`src/rtl/pktq_pkg.sv`:
```
package pktq_pkg;
   localparam int ST_RX  = 0;
   localparam int ST_TXC = 1;
   localparam int ST_TXE = 2;
   localparam int ST_OVF = 3;
   localparam int ST_W   = 4;
endpackage

```
`src/rtl/pktq_fifo.sv`:
```
module pktq_fifo #(
   parameter int W     = 4,
   parameter int DEPTH = 8
) (
   input  logic         clk,
   input  logic         rst_n,
   input  logic         push,
   input  logic [W-1:0] din,
   input  logic         pop,
   output logic [W-1:0] dout,
   output logic         empty,
   output logic         full,
   output logic         drop
);
   localparam int AW = $clog2(DEPTH);
   localparam int CW = AW + 1;

   generate
      if (DEPTH < 2 || (DEPTH & (DEPTH - 1)) != 0) begin : g_bad_depth
         $error("pktq_fifo: DEPTH must be a power of two, at least 2");
      end
      if (W < 1) begin : g_bad_width
         $error("pktq_fifo: W must be positive");
      end
   endgenerate

   logic [W-1:0]  mem [DEPTH];
   logic [AW-1:0] wr_ptr, rd_ptr;
   logic [CW-1:0] count;
   logic          push_acc, pop_acc;

   assign empty    = (count == '0);
   assign full     = (count == CW'(DEPTH));
   assign pop_acc  = pop && !empty;
   assign push_acc = push && (!full || pop_acc);
   assign drop     = push && !push_acc;
   assign dout     = mem[rd_ptr];

   always_ff @(posedge clk) begin
      if (push_acc) mem[wr_ptr] <= din;
   end

   always_ff @(posedge clk) begin
      if (!rst_n) begin
         wr_ptr <= '0;
         rd_ptr <= '0;
         count  <= '0;
      end else begin
         if (push_acc) wr_ptr <= wr_ptr + 1'b1;
         if (pop_acc)  rd_ptr <= rd_ptr + 1'b1;
         case ({push_acc, pop_acc})
            2'b10:   count <= count + 1'b1;
            2'b01:   count <= count - 1'b1;
            default: count <= count;
         endcase
      end
   end

   // occupancy bounded by depth
   p_count_bound_r3: assert property (@(posedge clk) disable iff (!rst_n)
      count <= CW'(DEPTH));
   // push into a full queue without a pop changes nothing
   p_full_drop_r3: assert property (@(posedge clk) disable iff (!rst_n)
      (full && push && !pop) |=> (count == $past(count)));
endmodule

```
`src/rtl/pktq_irq_ctl.sv`:
```
module pktq_irq_ctl #(
   parameter int NSRC = 4
) (
   input  logic            clk,
   input  logic            rst_n,
   input  logic [NSRC-1:0] status,
   input  logic            mask_wr,
   input  logic [NSRC-1:0] mask_din,
   output logic [NSRC-1:0] mask,
   output logic            irq
);
   generate
      if (NSRC < 1) begin : g_bad_nsrc
         $error("pktq_irq_ctl: NSRC must be positive");
      end
   endgenerate

   logic [NSRC-1:0] pend;
   assign pend = status & mask;

   always_ff @(posedge clk) begin
      if (!rst_n) begin
         mask <= '0;
         irq  <= 1'b0;
      end else begin
         if (mask_wr) mask <= mask_din;
         irq <= |pend;
      end
   end

   // interrupt follows masked status one edge later
   p_irq_lag_r7: assert property (@(posedge clk) disable iff (!rst_n)
      irq == $past(|(status & mask)));
   // mask load takes effect after the write edge
   p_mask_load_r8: assert property (@(posedge clk) disable iff (!rst_n)
      mask_wr |=> (mask == $past(mask_din)));
endmodule

```
`src/rtl/pktq_irq_gen.sv`:
```
module pktq_irq_gen
   import pktq_pkg::*;
#(
   parameter int PKT_W = 4,
   parameter int DEPTH = 8
) (
   input  logic             clk,
   input  logic             rst_n,
   input  logic             rx_push,
   input  logic [PKT_W-1:0] rx_pkt_in,
   input  logic             rx_pop,
   output logic [PKT_W-1:0] rx_head,
   input  logic             tx_push,
   input  logic [PKT_W-1:0] tx_pkt_in,
   input  logic             tx_pop,
   output logic [PKT_W-1:0] tx_head,
   input  logic             tx_busy,
   input  logic             done_valid,
   input  logic [PKT_W-1:0] done_pkt,
   input  logic             done_ok,
   input  logic             auto_release,
   input  logic             cmp_pop,
   output logic [PKT_W-1:0] cmp_head,
   output logic             cmp_head_ok,
   output logic             release_valid,
   output logic [PKT_W-1:0] release_pkt,
   input  logic             mask_wr,
   input  logic [ST_W-1:0]  mask_din,
   output logic [ST_W-1:0]  int_mask,
   output logic [ST_W-1:0]  status,
   output logic             irq
);
   localparam int CMP_W = PKT_W + 1;

   logic rx_empty, rx_full, rx_drop;
   logic tx_empty, tx_full, tx_drop;
   logic cq_empty, cq_full, cq_drop;
   logic release_now, cq_push, ovf_q;
   logic [CMP_W-1:0] cq_dout;

   pktq_fifo #(.W(PKT_W), .DEPTH(DEPTH)) u_rxq (
      .clk(clk), .rst_n(rst_n), .push(rx_push), .din(rx_pkt_in), .pop(rx_pop),
      .dout(rx_head), .empty(rx_empty), .full(rx_full), .drop(rx_drop));

   pktq_fifo #(.W(PKT_W), .DEPTH(DEPTH)) u_txq (
      .clk(clk), .rst_n(rst_n), .push(tx_push), .din(tx_pkt_in), .pop(tx_pop),
      .dout(tx_head), .empty(tx_empty), .full(tx_full), .drop(tx_drop));

   assign release_now = done_valid && done_ok && auto_release;
   assign cq_push     = done_valid && !release_now;

   pktq_fifo #(.W(CMP_W), .DEPTH(DEPTH)) u_cmpq (
      .clk(clk), .rst_n(rst_n), .push(cq_push), .din({done_ok, done_pkt}),
      .pop(cmp_pop), .dout(cq_dout), .empty(cq_empty), .full(cq_full),
      .drop(cq_drop));

   assign cmp_head    = cq_dout[PKT_W-1:0];
   assign cmp_head_ok = cq_dout[PKT_W];

   always_ff @(posedge clk) begin
      if (!rst_n) begin
         release_valid <= 1'b0;
         release_pkt   <= '0;
         ovf_q         <= 1'b0;
      end else begin
         release_valid <= release_now;
         if (release_now) release_pkt <= done_pkt;
         if (rx_drop || tx_drop || cq_drop) ovf_q <= 1'b1;
      end
   end

   always_comb begin
      status         = '0;
      status[ST_RX]  = !rx_empty;
      status[ST_TXC] = !cq_empty;
      status[ST_TXE] = tx_empty && !tx_busy;
      status[ST_OVF] = ovf_q;
   end

   pktq_irq_ctl #(.NSRC(ST_W)) u_irq (
      .clk(clk), .rst_n(rst_n), .status(status), .mask_wr(mask_wr),
      .mask_din(mask_din), .mask(int_mask), .irq(irq));

   // overflow is sticky
   p_ovf_sticky_r3: assert property (@(posedge clk) disable iff (!rst_n)
      $past(status[ST_OVF]) |-> status[ST_OVF]);
   // receive-ready can only rise after a receive push
   p_rx_rise_r4: assert property (@(posedge clk) disable iff (!rst_n)
      $rose(status[ST_RX]) |-> $past(rx_push));
   // no transmit-empty while a transmission runs
   p_txe_busy_r6: assert property (@(posedge clk) disable iff (!rst_n)
      tx_busy |-> !status[ST_TXE]);
   // release strobe only after a successful auto-released completion
   p_release_src_r9: assert property (@(posedge clk) disable iff (!rst_n)
      release_valid |-> $past(done_valid && done_ok && auto_release));
   // a queued completion never produces a release strobe
   p_no_release_r10: assert property (@(posedge clk) disable iff (!rst_n)
      (done_valid && !(done_ok && auto_release)) |=> !release_valid);
endmodule

```
`config.mk`:
```
export PLATFORM = sky130hd
export DESIGN_NAME = pktq_irq_gen
export DESIGN_NICKNAME = d
export VERILOG_FILES = /design/src/rtl/pktq_pkg.sv /design/src/rtl/pktq_fifo.sv /design/src/rtl/pktq_irq_ctl.sv /design/src/rtl/pktq_irq_gen.sv
export SDC_FILE = /design/constraint.sdc
export NUM_CORES = 1
export LEC_CHECK = 0
export BUFFER_PORTS_ARGS = -buffer_cell sky130_fd_sc_hd__buf_2
export CAP_MARGIN = 20
export CORE_ASPECT_RATIO = 0.6
export CORE_MARGIN = 1
export CORE_UTILIZATION = 45
export CTS_BUF_LIST = sky130_fd_sc_hd__clkbuf_4 sky130_fd_sc_hd__clkbuf_8 sky130_fd_sc_hd__clkbuf_16
export CTS_CLUSTER_SIZE = 12
export DETAILED_ROUTE_END_ITERATION = 6
export SYNTH_ARGS = -nofsm -noshare
export SYNTH_HDL_FRONTEND = slang
export SYNTH_SLANG_ARGS = --single-unit
```
`constraint.sdc`:
```
create_clock -name clk -period 3.83 [get_ports clk]
set_input_delay 0.9575 -clock clk [delete_from_list [all_inputs] [get_ports clk]]
set_output_delay 0.9575 -clock clk [all_outputs]
set_load 0.01 [all_outputs]
```
After elaboration in Yosys (flattened, before gate mapping)
Memories as Yosys holds them, arrays and structs flattened. A register that Yosys moved wholly into a read port is not among the register bits.
Index checks and enable logic that the tools add are counted.
{"block": "op_classes", "bitwise": 1, "addsub": 12, "n_eq_ne": 9, "mux": 15, "reduce_logical": 36}
{"operator": "$pmux W4 S2", "count": 3}
{"operator": "$add A3 B1 Y3 const B", "count": 6}
{"operator": "$mux W3", "count": 6}
{"operator": "$logic_and A1 B1 Y1", "count": 13}
{"operator": "$add A4 B1 Y4 const B", "count": 3}
{"operator": "$eq A4 B4 Y1 const B", "count": 3}
{"operator": "$logic_not A4 Y1", "count": 3}
{"operator": "$sub A4 B1 Y4 const B", "count": 3}
{"operator": "$logic_not A1 Y1", "count": 11}
{"operator": "$eq A2 B1 Y1 const B", "count": 3}
{"operator": "$eq A2 B2 Y1 const B", "count": 3}
{"operator": "$mux W1", "count": 6}
{"operator": "$reduce_bool A2 Y1", "count": 3}
{"operator": "$logic_or A1 B1 Y1", "count": 5}
{"operator": "$and A4 B4 Y4", "count": 1}
{"operator": "$reduce_or A4 Y1", "count": 1}
{"block": "totals", "n_memories": 3, "mem_bits_rw": 104, "reg_bits": 41, "wordCells": 90}
{"name": "u_cmpq.mem", "depth": 8, "width": 5, "read_ports": 1, "rd_clocked_by_memory_dff": 1, "wr": 1, "line_no": "pktq_fifo.sv:27", "source": "logic [W-1:0] mem [DEPTH];"}
{"name": "u_rxq.mem", "depth": 8, "width": 4, "read_ports": 1, "rd_clocked_by_memory_dff": 1, "wr": 1, "line_no": "pktq_fifo.sv:27"}
{"name": "u_txq.mem", "depth": 8, "width": 4, "read_ports": 1, "rd_clocked_by_memory_dff": 1, "wr": 1, "line_no": "pktq_fifo.sv:27"}

Depth between registers and ports, before layout
{"block": "logic_depth", "depth_word": 9, "ltp_mapped": 11}

By module
Synthesis repeated with hierarchy kept, for this count alone.
{"block": "hier_totals", "cells_unflattened": 461, "area_unflattened_um2": 6660.1}
{"module": "pktq_fifo at u_rxq ...", "n_inst": 2, "cells_each": 135, "area_each_um2": 1974.4, "seq_area_each_um2": 1221.2}
{"module": "pktq_fifo at u_cmpq", "n_inst": 1, "cells_each": 146, "area_each_um2": 2252.2, "seq_area_each_um2": 1461.4}
{"module": "pktq_irq_gen", "n_inst": 1, "cells_each": 28, "area_each_um2": 260.2, "seq_area_each_um2": 120.1}
{"module": "pktq_irq_ctl", "n_inst": 1, "cells_each": 17, "area_each_um2": 198.9, "seq_area_each_um2": 100.1}

Least setup slack after synthesis
OpenSTA, ideal clock, no wires.
{"block": "synth_path", "path_type": "input to register", "start": "input tx_pop", "end": "register u_txq.count[2]", "arrival_ns": 2.789, "required_ns": 3.760, "n_path_buf": 0, "path_slack_ns": 0.971, "setup_ns": 0.070, "cell_stages": 9, "path_cell_list": "nand2b_1 o41ai_4 ha_1 xor2_1 ha_1 a21oi_1 xor2_1 or3_1 a21oi_1"}
{"block": "synth_between", "elab_chain_cells": 5, "elab_cells_between_ends": 7, "cone_classes": "eq/ne (2); mux (1); reduce/logical (4)"}
{"element": "start: declaration", "line_no": "pktq_irq_gen.sv:15", "source": "input logic tx_pop,"}
{"element": "$logic_and A1 B1 Y1 *", "line_no": "pktq_fifo.sv:34", "source": "assign pop_acc = pop && !empty;"}
{"element": "$logic_or A1 B1 Y1", "line_no": "pktq_fifo.sv:35", "source": "assign push_acc = push && (!full || pop_acc);"}
{"element": "$logic_and A1 B1 Y1", "line_no": "pktq_fifo.sv:35"}
{"element": "$eq A2 B1 Y1 or $eq A2 B2 Y1 (tied branches)", "line_no": "pktq_fifo.sv:51", "source": "case ({push_acc, pop_acc})"}
{"element": "$pmux W4 S2 or $reduce_bool A2 Y1 (tied branches)"}
{"element": "end signal: assignment", "line_no": "pktq_fifo.sv:52", "source": "2'b10: count <= count + 1'b1;"}
{"element": "end signal: assignment", "line_no": "pktq_fifo.sv:53", "source": "2'b01: count <= count - 1'b1;"}
{"element": "end signal: assignment", "line_no": "pktq_fifo.sv:54", "source": "default: count <= count;"}
{"element": "end: declaration", "line_no": "pktq_fifo.sv:29", "source": "logic [CW-1:0] count;"}
Every way passes the cells marked *; elsewhere a longest branch is shown, timed or not.
A chain may end at the register's enable or synchronous reset.

==> metrics.txt <==
status=finished clean; max cap viols=0; Placement Setup Slack=0.612 ns; worst vdd rail ir drop=between 0.3 and 0.4 mV; power density cells=just under 700 nW/um2; I/O pin count=between 50 and 60; Total Routing Usage GR=18.3%; Yosys top cell by area=edfxtp_1; asr flop ratio synth=0%; Clock Tree Root=clkbuf_16; post-route clock period utilization=82.2%; top post-synthesis cells by area=edfxtp_1 (48%), dfxtp_1 (15%), mux4_2 (9.0%), nor2_1 (2.9%), ha_1 (2.7%); P_leak=0.00277 uW; Inst Count DP=677; post-synthesis cell count=around 450; chip height=between 90 and 100 um; crit path cell chain=mux4_2, mux2_2, buf_2; vias in the first global route=3634; initial drt markers=306; TritonCTS buffer count=17; row count=33; fin cells=around 710; Synth warnings=0; RSZ-0062 raised after global routing=false; pin slew with the least headroom to its limit=just under 0.9 ns; clk slew on worst S/H paths=roughly 0.06 ns; Gates resized, CTS repair=0; Critical Path RT=between 2 and 3 ns; total power=roughly 5000 uW; final RePlAce weighted congestion=0.757; core area=between 10000 and 15000 um2; Seq/Total Area, Yosys=between 60% and 70%; slowest CP cell=dfxtp_1; final setup fails=0; EDFF count, synth=between 100 and 150; Crit. End Element=output port; CTS sink cnt=approximately 150; maximum clock insertion buffer count=2; routed via count=roughly 3700; Synth Register Bits=154; fin. max-slew vios=0; fmax=318 MHz; syn_nets=between 400 and 500; DRC viols=0; Worst Skew=0.00855 ns; Initial Utilization=between 40% and 50%; Final #Nets=548; setup bufs post-CTS=0; Slew HR=between 40% and 50%; Total Wirelength=12200 um; share of the synthesized area in the top cell type=around half; Die ar.=14900 um2; critical path's largest stage delay=0.76 ns; drt pass-1 iters=4; area delta synth->final=16.7%; kind of critical path=flip-flop to output port; Final min period=approximately 3.1 ns; share of cells above drive strength 1=between 20 and 30%; main flop type after synthesis=edfxtp_1; initial antenna violation count=0; Data arrival, critical path=2.19 ns; startpoint types=flip-flop; global-route wire length before repair=between 15000 and 20000 um; Die Width=roughly 160 um; Worst-Skew Late Latency=a little over 0.4 ns; ANT nets after route=0; Final Core Density=between 50 and 60%; largest net degree at the start of global routing=22; Total Neg Setup Slack=0 ns; final worst setup slack=about 0.68 ns; multi-input logic area=roughly 2200 um2; ant diodes=0; hold_buf cts=0; Final Hold Fails=0; synth unique cells=52; PortBufs=54; crit path max fanout=10; Crit path max-delay family=multiplexers; hold crit path type=flip-flop to flip-flop; CTS tree=done; remaining global-route overflow=0; R2R Path Start=u_rxq.count[0]$_SDFFE_PN0P_; post-DP HPWL=between 8000 and 9000 um; Worst Path Buf+Inv=1; Fillers=1152; FF+latch area=4120 um2; DR vias/cell=5.18; hold path start=u_txq.rd_ptr[1]$_SDFFE_PN0P_; synthesized area per cell=around 15 um2; Cell Area, Synth=6480 um2; drt wl/cell=17.2 um; CTS HTree Levels=4
## cell families (layout without fill, tap and decap cells)
| group | Yosys count | count (layout) | synth area share (%) |
|---|---|---|---|
| simple gates | 127 | 127 | 9.69 |
| buf+inv | 33 | 104 | 2.22 |
| xor+xnor | 16 | 16 | 2.16 |
| mux | 58 | 58 | 14.3 |
| fa+ha+maj | 16 | 16 | 3.32 |
| compound gates | 42 | 42 | 4.77 |
| flops | 154 | 154 | 63.6 |
## cells in the mapped netlist, types with 2 or more instances
library cell / n
a31oi_1: 3
ha_1: 14
nor3_1: 14
fa_1: 2
nand3_1: 10
or4_4: 2
nand2b_1: 11
mux2_2: 15
o21ai_0: 7
xnor2_1: 2
mux4_2: 26
nor4_1: 2
o211ai_1: 3
nand2_1: 18
edfxtp_1: 104
nor2b_1: 2
inv_1: 13
a21oi_1: 16
mux2i_1: 17
or2_2: 3
buf_2: 6
or3_1: 3
nor2_1: 50
xor2_1: 14
clkbuf_1: 9
nand4b_1: 3
dfxtp_1: 50
o41ai_4: 2
buf_1: 2
## layout make-up
type                    instances  share of cell area, %
clock buffers                  19                   5.82
clock inverters                13                   2.48
inverters                      13                  0.645
multi-input cells             259                   29.3
flip-flops and latches        154                   54.5
well taps                     192                   3.18
repair buffers                 59                   4.07
## per-layer routing
layer	up-vias	GRT usage, %	wire length [um]
met1	1793	27.7	6410
met3	4	4.82	577
met4	0	6.29	48
met2	80	25.1	5150
met5	-	0	0
li1	1793	-	-
## worst paths after layout
kind / endpoint / slack (ns) / cells past startpoint
worst max register to register: u_rxq.count[3]$_SDFFE_PN0P_ / 1.09 / 9
worst max-delay path: cmp_head_ok / 0.68 / 3
worst min register to register: u_txq.rd_ptr[1]$_SDFFE_PN0P_ / 0.48 / 2
worst min-delay path: u_txq.rd_ptr[1]$_SDFFE_PN0P_ / 0.48 / 2
## power by group
part / switching [uW] / internal (uW) / total [uW]
Sequential: 249 / 1930 / 2180
Clock: 662 / 1110 / 1780
Combinational: 571 / 596 / 1170
## worst reg2reg max path: stages, from the launching register on
cell     delay, ns
dfxtp_1       0.39
or4_1         0.71
nand2_2       0.18
inv_1         0.07
ha_1          0.24
ha_1          0.30
a21o_1        0.18
a21oi_1       0.16
mux2i_1       0.24
mux2i_1       0.20
## sequential cells by signal, indices dropped and copies added (netlist names), 4 cells and up, named ones only
signal and cells:
u_cmpq.count 4, u_irq.mask 4, u_rxq.count 4, release_pkt 4, u_rxq.mem 32, u_txq.count 4
u_txq.mem 32, u_cmpq.mem 40
## stage by stage
step	hold slack, ns	instance area [um2]
final	0.478	7570
after global routing	0.512	7570
after detailed placement	0.469	6940
after CTS	0.480	7570
after global placement	0.460	6940
after floorplan	0.454	6480
## cells in the final DEF, fill, tap and decap left out, drive strengths merged, types with 2 or more instances in the layout
| master | count |
|---|---|
| nor2b | 2 |
| a21oi | 16 |
| mux4 | 26 |
| dfxtp | 50 |
| or4 | 3 |
| nor3 | 14 |
| nand4b | 3 |
| or2 | 3 |
| nor4 | 2 |
| clkinv | 3 |
| a31oi | 3 |
| buf | 59 |
| edfxtp | 104 |
| nand2 | 20 |
| clkbuf | 19 |
| fa | 2 |
| o21ai | 8 |
| xor2 | 14 |
| mux2i | 17 |
| nand2b | 11 |
| o211ai | 3 |
| mux2 | 15 |
| ha | 14 |
| xnor2 | 2 |
| o41ai | 2 |
| inv | 18 |
| or3 | 4 |
| nand3 | 10 |
| bufinv | 4 |
| nor2 | 50 |
Note: power is estimated with default switching activity, not from simulation.
